==> src/rtl/lstr_pkg.sv <==
package lstr_pkg;

    localparam int unsigned BLK_W = 66;
    localparam logic [1:0]  HDR_CTRL = 2'b10;
    localparam logic [47:0] MARK_FILL = 48'h8B4D17E235C9;

    typedef logic [BLK_W-1:0] blk_t;

    // What the lane registers do on a given clock
    typedef enum logic [1:0] {
        EMIT_IDLE = 2'd0,
        EMIT_DATA = 2'd1,
        EMIT_MARK = 2'd2
    } emit_e;

    // Marker block for one lane: control header, lane id, inverted id, fill
    function automatic blk_t lane_marker(input int unsigned lane);
        logic [7:0] id;
        id = lane[7:0];
        return {HDR_CTRL, id, ~id, MARK_FILL};
    endfunction

endpackage

==> src/rtl/lstr_sequencer.sv <==
module lstr_sequencer
    import lstr_pkg::*;
#(
    parameter int unsigned NUM_LANES     = 4,
    parameter int unsigned MARKER_PERIOD = 2048,
    localparam int unsigned LW = (NUM_LANES > 1) ? $clog2(NUM_LANES) : 1,
    localparam int unsigned RW = $clog2(MARKER_PERIOD + 1)
) (
    input  logic          clk,
    input  logic          rst,
    input  logic          in_valid,
    output logic          in_ready,
    output emit_e         emit,
    output logic [LW-1:0] lane_sel
);

    localparam logic [LW-1:0] LAST_SEL   = LW'(NUM_LANES - 1);
    localparam logic [RW-1:0] LAST_ROUND = RW'(MARKER_PERIOD - 1);

    logic          mark_due;
    logic [LW-1:0] ptr;
    logic [RW-1:0] rounds;

    assign in_ready = !mark_due;
    assign lane_sel = ptr;

    always_comb begin
        if (mark_due)      emit = EMIT_MARK;
        else if (in_valid) emit = EMIT_DATA;
        else               emit = EMIT_IDLE;
    end

    always_ff @(posedge clk) begin
        if (rst) begin
            mark_due <= 1'b1;
            ptr      <= '0;
            rounds   <= '0;
        end else if (mark_due) begin
            mark_due <= 1'b0;
            ptr      <= '0;
            rounds   <= '0;
        end else if (in_valid) begin
            if (ptr == LAST_SEL) begin
                ptr <= '0;
                if (rounds == LAST_ROUND) begin
                    rounds   <= '0;
                    mark_due <= 1'b1;
                end else begin
                    rounds <= rounds + 1'b1;
                end
            end else begin
                ptr <= ptr + 1'b1;
            end
        end
    end

    assert_rotate_R3: assert property (@(posedge clk) disable iff (rst)
        (in_valid && in_ready) |=>
            (ptr == (($past(ptr) == LAST_SEL) ? '0 : $past(ptr) + 1'b1)));

    assert_reset_mark_R1: assert property (@(posedge clk) disable iff (rst)
        $past(rst) |-> !in_ready);

    assert_mark_at_lane0_R3: assert property (@(posedge clk) disable iff (rst)
        !in_ready |-> (ptr == '0));

    assert_hold_idle_R8: assert property (@(posedge clk) disable iff (rst)
        (in_ready && !in_valid) |=> ($stable(ptr) && in_ready));

endmodule

==> src/rtl/lstr_lane_out.sv <==
module lstr_lane_out
    import lstr_pkg::*;
#(
    parameter int unsigned LANE_IDX = 0
) (
    input  logic  clk,
    input  logic  rst,
    input  emit_e emit,
    input  logic  sel_hit,
    input  blk_t  data_in,
    output logic  valid,
    output blk_t  block
);

    localparam blk_t MARKER = lane_marker(LANE_IDX);

    always_ff @(posedge clk) begin
        if (rst) begin
            valid <= 1'b0;
            block <= '0;
        end else begin
            unique case (emit)
                EMIT_MARK: begin
                    valid <= 1'b1;
                    block <= MARKER;
                end
                EMIT_DATA: begin
                    valid <= sel_hit;
                    if (sel_hit) block <= data_in;
                end
                default: valid <= 1'b0;
            endcase
        end
    end

    assert_data_pass_R2: assert property (@(posedge clk) disable iff (rst)
        (emit == EMIT_DATA && sel_hit) |=> (valid && block == $past(data_in)));

    assert_marker_fields_R5: assert property (@(posedge clk) disable iff (rst)
        (emit == EMIT_MARK) |=>
            (valid && block[65:64] == 2'b10 && block[63:56] == 8'(LANE_IDX)
             && block[55:48] == ~8'(LANE_IDX)));

endmodule

==> src/rtl/block_lane_striper.sv <==
module block_lane_striper
    import lstr_pkg::*;
#(
    parameter int unsigned NUM_LANES     = 4,
    parameter int unsigned MARKER_PERIOD = 2048
) (
    input  logic                       clk,
    input  logic                       rst,
    input  logic                       in_valid,
    input  logic [65:0]                in_block,
    output logic                       in_ready,
    output logic [NUM_LANES-1:0]       lane_valid,
    output logic [NUM_LANES*66-1:0]    lane_block
);

    localparam int unsigned LW    = (NUM_LANES > 1) ? $clog2(NUM_LANES) : 1;
    localparam int unsigned TOTAL = MARKER_PERIOD * NUM_LANES;
    localparam int unsigned CW    = $clog2(TOTAL + 1);

    emit_e         emit;
    logic [LW-1:0] lane_sel;

    lstr_sequencer #(
        .NUM_LANES     (NUM_LANES),
        .MARKER_PERIOD (MARKER_PERIOD)
    ) seq_i (
        .clk      (clk),
        .rst      (rst),
        .in_valid (in_valid),
        .in_ready (in_ready),
        .emit     (emit),
        .lane_sel (lane_sel)
    );

    for (genvar g = 0; g < NUM_LANES; g++) begin : g_lane
        blk_t lane_q;
        lstr_lane_out #(
            .LANE_IDX (g)
        ) lane_i (
            .clk     (clk),
            .rst     (rst),
            .emit    (emit),
            .sel_hit (lane_sel == LW'(g)),
            .data_in (in_block),
            .valid   (lane_valid[g]),
            .block   (lane_q)
        );
        assign lane_block[g*BLK_W +: BLK_W] = lane_q;
    end

    // Interval checker: accepted blocks between marker clocks
    logic [CW-1:0] acc_cnt;
    logic          seen_mark;

    always_ff @(posedge clk) begin
        if (rst) begin
            acc_cnt   <= '0;
            seen_mark <= 1'b0;
        end else if (!in_ready) begin
            acc_cnt   <= '0;
            seen_mark <= 1'b1;
        end else if (in_valid) begin
            acc_cnt <= acc_cnt + 1'b1;
        end
    end

    assert_period_R6: assert property (@(posedge clk) disable iff (rst)
        (!in_ready && seen_mark) |-> (acc_cnt == CW'(TOTAL)));

    assert_no_overrun_R6: assert property (@(posedge clk) disable iff (rst)
        acc_cnt <= CW'(TOTAL));

    assert_valid_shape_R4: assert property (@(posedge clk) disable iff (rst)
        (lane_valid == '1) || $onehot0(lane_valid));

    assert_one_lane_R4: assert property (@(posedge clk) disable iff (rst)
        (in_valid && in_ready) |=> ($countones(lane_valid) == 1));

    assert_stall_once_R7: assert property (@(posedge clk) disable iff (rst)
        !in_ready |=> in_ready);

    assert_mark_all_R5: assert property (@(posedge clk) disable iff (rst)
        !in_ready |=> (lane_valid == '1));

endmodule

==> config.mk <==
export PLATFORM = sky130hd
export DESIGN_NAME = block_lane_striper
export DESIGN_NICKNAME = d
export VERILOG_FILES = /design/src/rtl/lstr_pkg.sv /design/src/rtl/lstr_sequencer.sv /design/src/rtl/lstr_lane_out.sv /design/src/rtl/block_lane_striper.sv
export SDC_FILE = /design/constraint.sdc
export NUM_CORES = 1
export LEC_CHECK = 0
export BUFFER_PORTS_ARGS = -buffer_cell sky130_fd_sc_hd__buf_2
export CORE_MARGIN = 3
export CORE_UTILIZATION = 50
export DETAILED_ROUTE_END_ITERATION = 10
export PLACE_DENSITY = 0.76
export REMOVE_ABC_BUFFERS = 1
export SETUP_SLACK_MARGIN = 0.05
export SLEW_MARGIN = 15
export SYNTH_ARGS = -nofsm -noshare
export SYNTH_HDL_FRONTEND = slang
export SYNTH_SLANG_ARGS = --single-unit
==> constraint.sdc <==
create_clock -name clk -period 1.85 [get_ports clk]
set_input_delay 0 -clock clk [delete_from_list [all_inputs] [get_ports clk]]
set_output_delay 0 -clock clk [all_outputs]
set_load 0.02 [all_outputs]
==> results of run 1 <==
==> cells in the mapped netlist <==
master / instances
a21oi_1: 138
a31oi_1: 132
and2_1: 4
and3_1: 2
and4_1: 2
buf_1: 2
buf_2: 29
buf_4: 12
buf_6: 11
clkbuf_1: 54
dfxtp_1: 283
ha_1: 5
inv_1: 3
mux2i_1: 1
nand2_1: 541
nand2b_1: 1
nand3_1: 1
nand3_4: 1
nand4_1: 5
nor2_1: 13
nor2b_1: 1
nor3_1: 3
nor4_1: 2
o211ai_1: 1
o21ai_0: 1
o21bai_1: 1
or2_2: 1
xnor2_1: 6
xor2_1: 5
==> kinds of logic (layout without fill, tap and decap cells) <==
kind of cell | after synthesis | after routing | share of synthesized area
AND/OR/NAND/NOR | 577 | 577 | 0.219
flip-flops | 283 | 283 | 0.556
AO/OA/AOI/OAI | 273 | 273 | 0.151
buffers and inverters | 111 | 490 | 0.0570
XOR/XNOR | 11 | 11 | 0.00946
adder cells (fa/ha/maj) | 5 | 5 | 0.00614
multiplexers | 1 | 1 | 0.000983
==> layout by cell type (no fill, tap or decap) <==
master / netlist / routed
o21ai_0: 1 / 1
ha_1: 5 / 5
nand2b_1: 1 / 1
nor3_1: 3 / 3
clkinv_2: 0 / 3
xor2_1: 5 / 5
nand4_1: 5 / 5
mux2i_1: 1 / 1
and3_1: 2 / 2
a21oi_1: 138 / 138
nand2_1: 541 / 537
nor2_1: 13 / 13
inv_1: 3 / 2
clkinv_4: 0 / 1
clkbuf_16: 0 / 31
nor2b_1: 1 / 1
buf_2: 29 / 336
nand3_4: 1 / 1
nand3_1: 1 / 1
buf_4: 12 / 15
or2_4: 0 / 1
dlygate4sd3_1: 0 / 68
nor4_1: 2 / 2
o211ai_1: 1 / 1
dfxtp_1: 283 / 283
a31oi_1: 132 / 132
xnor2_1: 6 / 6
nand2_2: 0 / 4
clkinvlp_4: 0 / 2
o21bai_1: 1 / 1
and4_1: 2 / 2
bufinv_16: 0 / 4
clkbuf_1: 54 / 1
inv_4: 0 / 1
buf_12: 0 / 13
and2_2: 0 / 4
clkbuf_8: 0 / 13
==> sequential cells by signal (all words and copies together) (netlist names) <==
| name | count |
|---|---|
| g_lane.lane_i.block | 264 |
| g_lane.lane_i.valid | 4 |
| seq_i.lane_sel | 2 |
| seq_i.mark_due | 1 |
| seq_i.rounds | 12 |
==> final timing paths <==
| check | start | to | slack (ps) | cells past startpoint |
|---|---|---|---|---|
| max | seq_i.lane_sel[0] | g_lane[0].lane_i.block[42] | 240 | 6 |
| min | in_block[61] | g_lane[2].lane_i.block[61] | 280 | 4 |
| max reg2reg | seq_i.lane_sel[0] | g_lane[0].lane_i.block[42] | 240 | 6 |
| min reg2reg | g_lane[1].lane_i.block[18] | g_lane[1].lane_i.block[18] | 450 | 2 |
==> final cells by class <==
| cell class | instances | area share |
|---|---|---|
| Clock inverter | 10 | 0.0115 |
| Inverter | 3 | 0.000996 |
| Clock buffer | 45 | 0.0693 |
| Multi-Input combinational cell | 867 | 0.286 |
| Timing Repair Buffer | 432 | 0.198 |
| Sequential cell | 283 | 0.410 |
| Tap cell | 265 | 0.0240 |
==> power by group <==
group / total (mW) / switching, mW / leakage [nW] / internal (mW)
Combinational: 1.53 / 0.994 / 3.12 / 0.534
Clock: 6.52 / 2.41 / 0.549 / 4.11
Sequential: 6.48 / 0.127 / 2.33 / 6.35
Total: 14.5 / 3.53 / 5.99 / 11.0
==> through the flow <==
stage                     setup slack, ps  setup TNS [ps]   util  area [um2]  total power, mW
final                                 240               0  0.701       13800             14.5
after global routing                  130               0  0.701       13800             15.0
after CTS                            61.6               0  0.701       13800             14.6
after detailed placement              236               0  0.610       12000             8.01
after global placement                349               0  0.610       12000             7.98
after floorplan                      -782         -138690      -        9620             7.33
==> routing by layer <==
| layer | wire, um | track usage |
|---|---|---|
| met4 | 1400 | 0.121 |
| met1 | 12800 | 0.340 |
| met5 | 0 | 0 |
| met2 | 15400 | 0.478 |
| met3 | 3220 | 0.0793 |
==> worst max-delay path, cell delays in order, from the launching register on <==
cell and delay, ps:
dfxtp_1 400, inv_1 100, ha_1 220, nand2_2 300, buf_4 280, nand2_1 70
a21oi_1 160
==> repair_timing <==
action | in CTS | in global routing
resized for setup | 0 | 1
endpoints found under the hold margin | 270 | 0
setup endpoints to repair | 0 | 1
hold buffers | 68 | 0
buffers inserted | 0 | 0
==> out/metrics.yaml, run 1 <==
syn_to_final_growth_pct: 35.7
tightest_slew_ps: 632
start_util: 0.517
final_cells: 1905
p_leak_nw: 5.99
holdWs_ps: 280
dieHeight_um: 149
grt_use_total: 0.283
final_nets: 1691
firstDrtPassIters: 5
die_x_um: 149
synth_area_leader_cell: "dfxtp_1"
drive_above_1_share: 0.262
portBuffers: 337
cts-root-buf: "clkbuf_16"
clk_pin_slew_ps: 60
antenna_found_initial: 0
register_area_um2: 5670
synth_area_um2: 10200
place_congestion: 0.798
max_slew_margin: 0.578
vias: 10165
hp-class: "input port to flop"
period_needed_ps: 1610
cts.sinks: 283
finalMaxSlewViolations: 0
dp_hpwl_um: 20300
clock_latency_ps: 540
cts_tree: "built"
synth_cells: 1261
crit_type: "flop to flop"
grt.overflow.total: 0
vias_per_cell: 5.34
numCtsBuffers: 30
finalSetupViolations: 0
fmax_ghz: 0.621
wl_um: 32800
core.rowCount: 51
fillers: 1518
multi_input_area_um2: 3960
synth_seq_cells: 283
critPathMaxFanout: 14
drcViolationCount: 0
finalHoldViolations: 0
synth_cell_types: 29
cp-start-kind: "flop"
grt_pass1_vias: 9907
core-area_um2: 19700
htreeDepth: 1
ir_worst_vdd_mv: 0.944
synthTopCellsByArea: "dfxtp_1 56%, nand2_1 20%, a31oi_1 8.1%"
synth_seq_area_share: 0.556
status: "finished clean"
cts_max_path_buffers: 3
drt_iter0_drc: 516
max_cap_viol_count: 0
yosysWarnings: 0
io_pins: 338
grt_pass1_wl_um: 51600
avgRoutedWirePerCell_um: 17.2
synth_top_cell_area_share: 0.556
rsz0062_at_grt: "false"
grt_max_degree: 138
post-route-period-util: 0.870
crit_path_end_kind: "flop"
drtAntennaViolNets: 0
fin_skew_ps: 8.58
cellPowerDensity_nw_per_um2: 1050
cp_data_required_time_ps: 2310
dp_cells: 1782
die_area_um2: 22100
antenna_cells: 0
critPathArrivalTime_ps: 2070
avgSynthCellArea_um2: 8.08
(Power assumes the default switching activity.)
==> inputs of run 2 (changes only) <==
--- a/config.mk
+++ b/config.mk
@@ -7,12 +7,14 @@
 export LEC_CHECK = 0
 export BUFFER_PORTS_ARGS = -buffer_cell sky130_fd_sc_hd__buf_2
 export CORE_MARGIN = 3
-export CORE_UTILIZATION = 50
+export CORE_UTILIZATION = 53
+export CTS_BUF_LIST = sky130_fd_sc_hd__clkbuf_2 sky130_fd_sc_hd__clkbuf_4 sky130_fd_sc_hd__clkbuf_8
 export DETAILED_ROUTE_END_ITERATION = 10
-export PLACE_DENSITY = 0.76
+export PLACE_DENSITY = 0.85
 export REMOVE_ABC_BUFFERS = 1
 export SETUP_SLACK_MARGIN = 0.05
 export SLEW_MARGIN = 15
 export SYNTH_ARGS = -nofsm -noshare
 export SYNTH_HDL_FRONTEND = slang
+export SYNTH_HIERARCHICAL = 1
 export SYNTH_SLANG_ARGS = --single-unit
==> run 2 against run 1 <==
Register-to-register slack lost 160 ps. Worst setup slack got worse by 160 ps. Synthesized area rose by 5.8%. Combinational power rose by 21%. Clock skew rose by 9.8 ps. Total power shrank 4.9%. Die area decreased by 0.14%. Global-route usage up 0.84 points. Core utilization is 3.0 points higher. Critical endpoint is now g_lane[3].lane_i/block[56]. Largest power group is now registers. Highest routed layer unchanged.
==> out/metrics.yaml, run 2 <==
status: "finished clean"
post-route-period-util: 0.954  # +0.0841
drt_iter0_drc: 650  # +26%
largest_register_ffs: 264  # unchanged
cellPowerDensity_nw_per_um2: 960  # -8.7%
clockPowerShare: 0.393  # -0.056
synth_area_um2: 10800  # +5.8%
critPathMaxFanout: 53  # +39
synth_flop_cell: "dfxtp_1"
cts_tree: "built"
grt_max_degree: 196  # +42%
synth_cell_types: 33  # +14%
finalSetupViolations: 0  # unchanged
grt.overflow.total: 0  # unchanged
place_congestion: 0.828  # +3.8%
crit_type: "flop to flop"
synthArstFlopShare: 0  # unchanged
combinationalPowerShare: 0.134  # +0.029
max_slew_margin: 0.564  # -0.0145
worstPathCellList: "nor2_1, buf_4, ha_1, mux2_4, buf_12, o221a_2"
io_pins: 338  # unchanged
fmax_ghz: 0.566  # -8.8%
yosysWarnings: 6  # +6
synth_cells: 1011  # -20%
fin_skew_ps: 18.3  # +9.75 ps
dieHeight_um: 149  # about the same
final_nets: 1473  # -13%
ir_worst_vdd_mv: 0.734  # -22%
r2r-start: "seq_i/mark_due"
setup_tns_ps: 0  # unchanged
synth_seq_area_share: 0.525  # -0.0307
final_cell_mix: "336 x buf_2, 280 x dfxtp_1, 147 x inv_1, 132 x nand2b_1, 132 x o32ai_1"
cp-start-kind: "flop"
core-area_um2: 19700  # unchanged
power_mw: 13.8  # -4.9%
finalMaxSlewViolations: 0  # unchanged
r2r-end: "g_lane[3].lane_i/block[56]"
antenna_cells: 0  # unchanged
hp-class: "input port to flop"
cp.depth: 6  # unchanged
crit_end: "g_lane[3].lane_i/block[56]"
wl_um: 34900  # +6.5%
synth_area_leader_cell: "dfxtp_1"
finalHoldViolations: 0  # unchanged
synth_seq_cells: 283  # unchanged
antenna_found_initial: 0  # unchanged
avgRoutedWirePerCell_um: 20.7  # +20%
cts_max_path_buffers: 3  # unchanged
largestRegisters: "g_lane.lane_i/block x264, seq_i/rounds x12, g_lane.lane_i/valid x4"
synth_top_cell_area_share: 0.525  # -0.0307
cts.sinks: 283  # unchanged
synth_edf_count: 0  # unchanged
cts-root-buf: "clkbuf_8"
period_needed_ps: 1770  # +156 ps
numCtsBuffers: 45  # +50%
start_util: 0.547  # +0.0302
yosys.cell_count.top_type: "dfxtp_1"
syn_to_final_growth_pct: 33.6
p_leak_nw: 6.60  # +10%
crit_path_end_kind: "flop"
die_area_um2: 22100  # -0.14%
drtAntennaViolNets: 0  # unchanged
dp_hpwl_um: 21100  # +4.0%
drive_above_1_share: 0.390  # +0.129
critPathBufInv: 2  # unchanged
register_area_um2: 5670  # about the same
tightest_slew_ps: 654  # +21.8 ps
critPathArrivalTime_ps: 2200  # +130 ps
htreeDepth: 2  # +1
r2r_cells: 6  # unchanged
core.rowCount: 51  # unchanged
clk_pin_slew_ps: 60  # about the same
clock_latency_ps: 540  # about the same
cpLargestDelayFamily: "multiplexers"
critPathLaunch: "seq_i/mark_due"
seqPwrFrac: 0.473  # +0.027
cp_data_required_time_ps: 2280  # -30 ps
fin_util: 0.730  # +0.0295
multi_input_area_um2: 4110  # +3.8%
slowest_stage: "mux2_4"
portBuffers: 337  # unchanged
vias_per_cell: 5.75  # +7.8%
switchingPower_mw: 3.63  # +2.8%
p_int_mw: 10.2  # -7.4%
drcViolationCount: 0  # unchanged
synthTopCellsByArea: "dfxtp_1 53%, o32ai_1 11%, o221a_2 9.6%"
synth_common_cells: "283 x dfxtp_1, 147 x inv_1, 132 x nand2b_1, 132 x o32ai_1, 92 x o221a_2"
switching_share: 0.263  # +0.0197
avgSynthCellArea_um2: 10.7  # +32%
grt_pass1_wl_um: 52200  # +1.1%
die_x_um: 149  # about the same
grt_use_total: 0.292  # +0.00838
firstDrtPassIters: 6  # +1
grt_pass1_vias: 9680  # -2.3%
regMostFlops: "g_lane.lane_i/block"
slowest_delay_ps: 340  # -60 ps
rrSetupSlack_ps: 80  # -160 ps
fillers: 1339  # -12%
layout_commonest_cell: "buf_2"
max_cap_viol_count: 0  # unchanged
rsz0062_at_grt: "true"
vias: 9703  # -4.5%
[run 2: worst reg2reg max path, stage by stage, from the launching register on]
cell and delay [ps]:
dfxtp_2 330, nor2_1 80, buf_4 160, ha_1 230
mux2_4 340, buf_12 180, o221a_2 360
[run 2: area by class of cell]
| type | instances | area share |
|---|---|---|
| flip-flops and latches | 283 | 0.394 |
| repair buffers | 435 | 0.196 |
| clock buffers | 68 | 0.0593 |
| clock inverters | 7 | 0.00434 |
| inverters | 147 | 0.0383 |
| multi-input cells | 482 | 0.285 |
| well taps | 265 | 0.0230 |
[run 2: layer usage]
metal,vias up,share of wire,GRT usage
li1,4464,-,-
met1,4630,0.39,0.356
met2,504,0.47,0.484
met3,105,0.085,0.0643
met4,0,0.048,0.152
met5,-,0,0
[run 2: worst min path at each step]
| stage | startpoint | end | slack, ps | cells after the start |
|---|---|---|---|---|
| final | in_block[9] | g_lane[0].lane_i/block[9] | 310 | 4 |
| after global placement | in_block[59] | g_lane[1].lane_i/block[59] | 300 | 3 |
| after floorplan | rst | g_lane[0].lane_i/valid | 80 | 1 |
| after CTS | in_block[30] | g_lane[0].lane_i/block[30] | 270 | 4 |
| after global routing | in_block[16] | g_lane[2].lane_i/block[16] | 300 | 4 |
| after detailed placement | in_block[59] | g_lane[3].lane_i/block[59] | 300 | 3 |
[run 2: power by group through the flow]
stage / logic (mW) / clock network, mW / registers [mW]
finish: 1.85 / 5.44 / 6.54
global route: 1.94 / 5.80 / 6.56
CTS: 1.80 / 5.49 / 6.53
detailed placement: 1.68 / 0 / 6.65
global placement: 1.64 / 0 / 6.65
floorplan: 0.547 / 0 / 6.97
[run 2: kinds of logic after synthesis]
family                     Yosys count  synth area share
xor gates and xnor gates            10           0.00812
and+or+nand+nor                    182             0.100
buffers and inverters              246            0.0955
adders and majority gates           10            0.0116
muxes                                5           0.00650
AOI/OAI and AO/OA                  275             0.253
DFF                                283             0.525
[run 2: per-stage QoR]
stage | area (um2) | hold WS, ps | std cells | setup slack, ps
3_5_place_dp | 12700 | 302 | 1542 | 2.70
2_1_floorplan | 10300 | 76.8 | 912 | -653
6_report | 14400 | 314 | 1687 | 84.7
4_1_cts | 14300 | 266 | 1685 | 58.5
5_1_grt | 14400 | 296 | 1687 | 28.5
3_3_place_gp | 12700 | 297 | 1542 | 45.5
[run 2: what timing repair did]
| action | CTS | global route |
|---|---|---|
| hold buffers | 68 | 0 |
| gates resized for setup | 1 | 8 |
| buffers inserted | 0 | 0 |
| endpoints found under the hold margin | 270 | 0 |
| pin swaps | 1 | 1 |
| gates cloned | 0 | 2 |
| endpoints found under the setup margin | 6 | 93 |
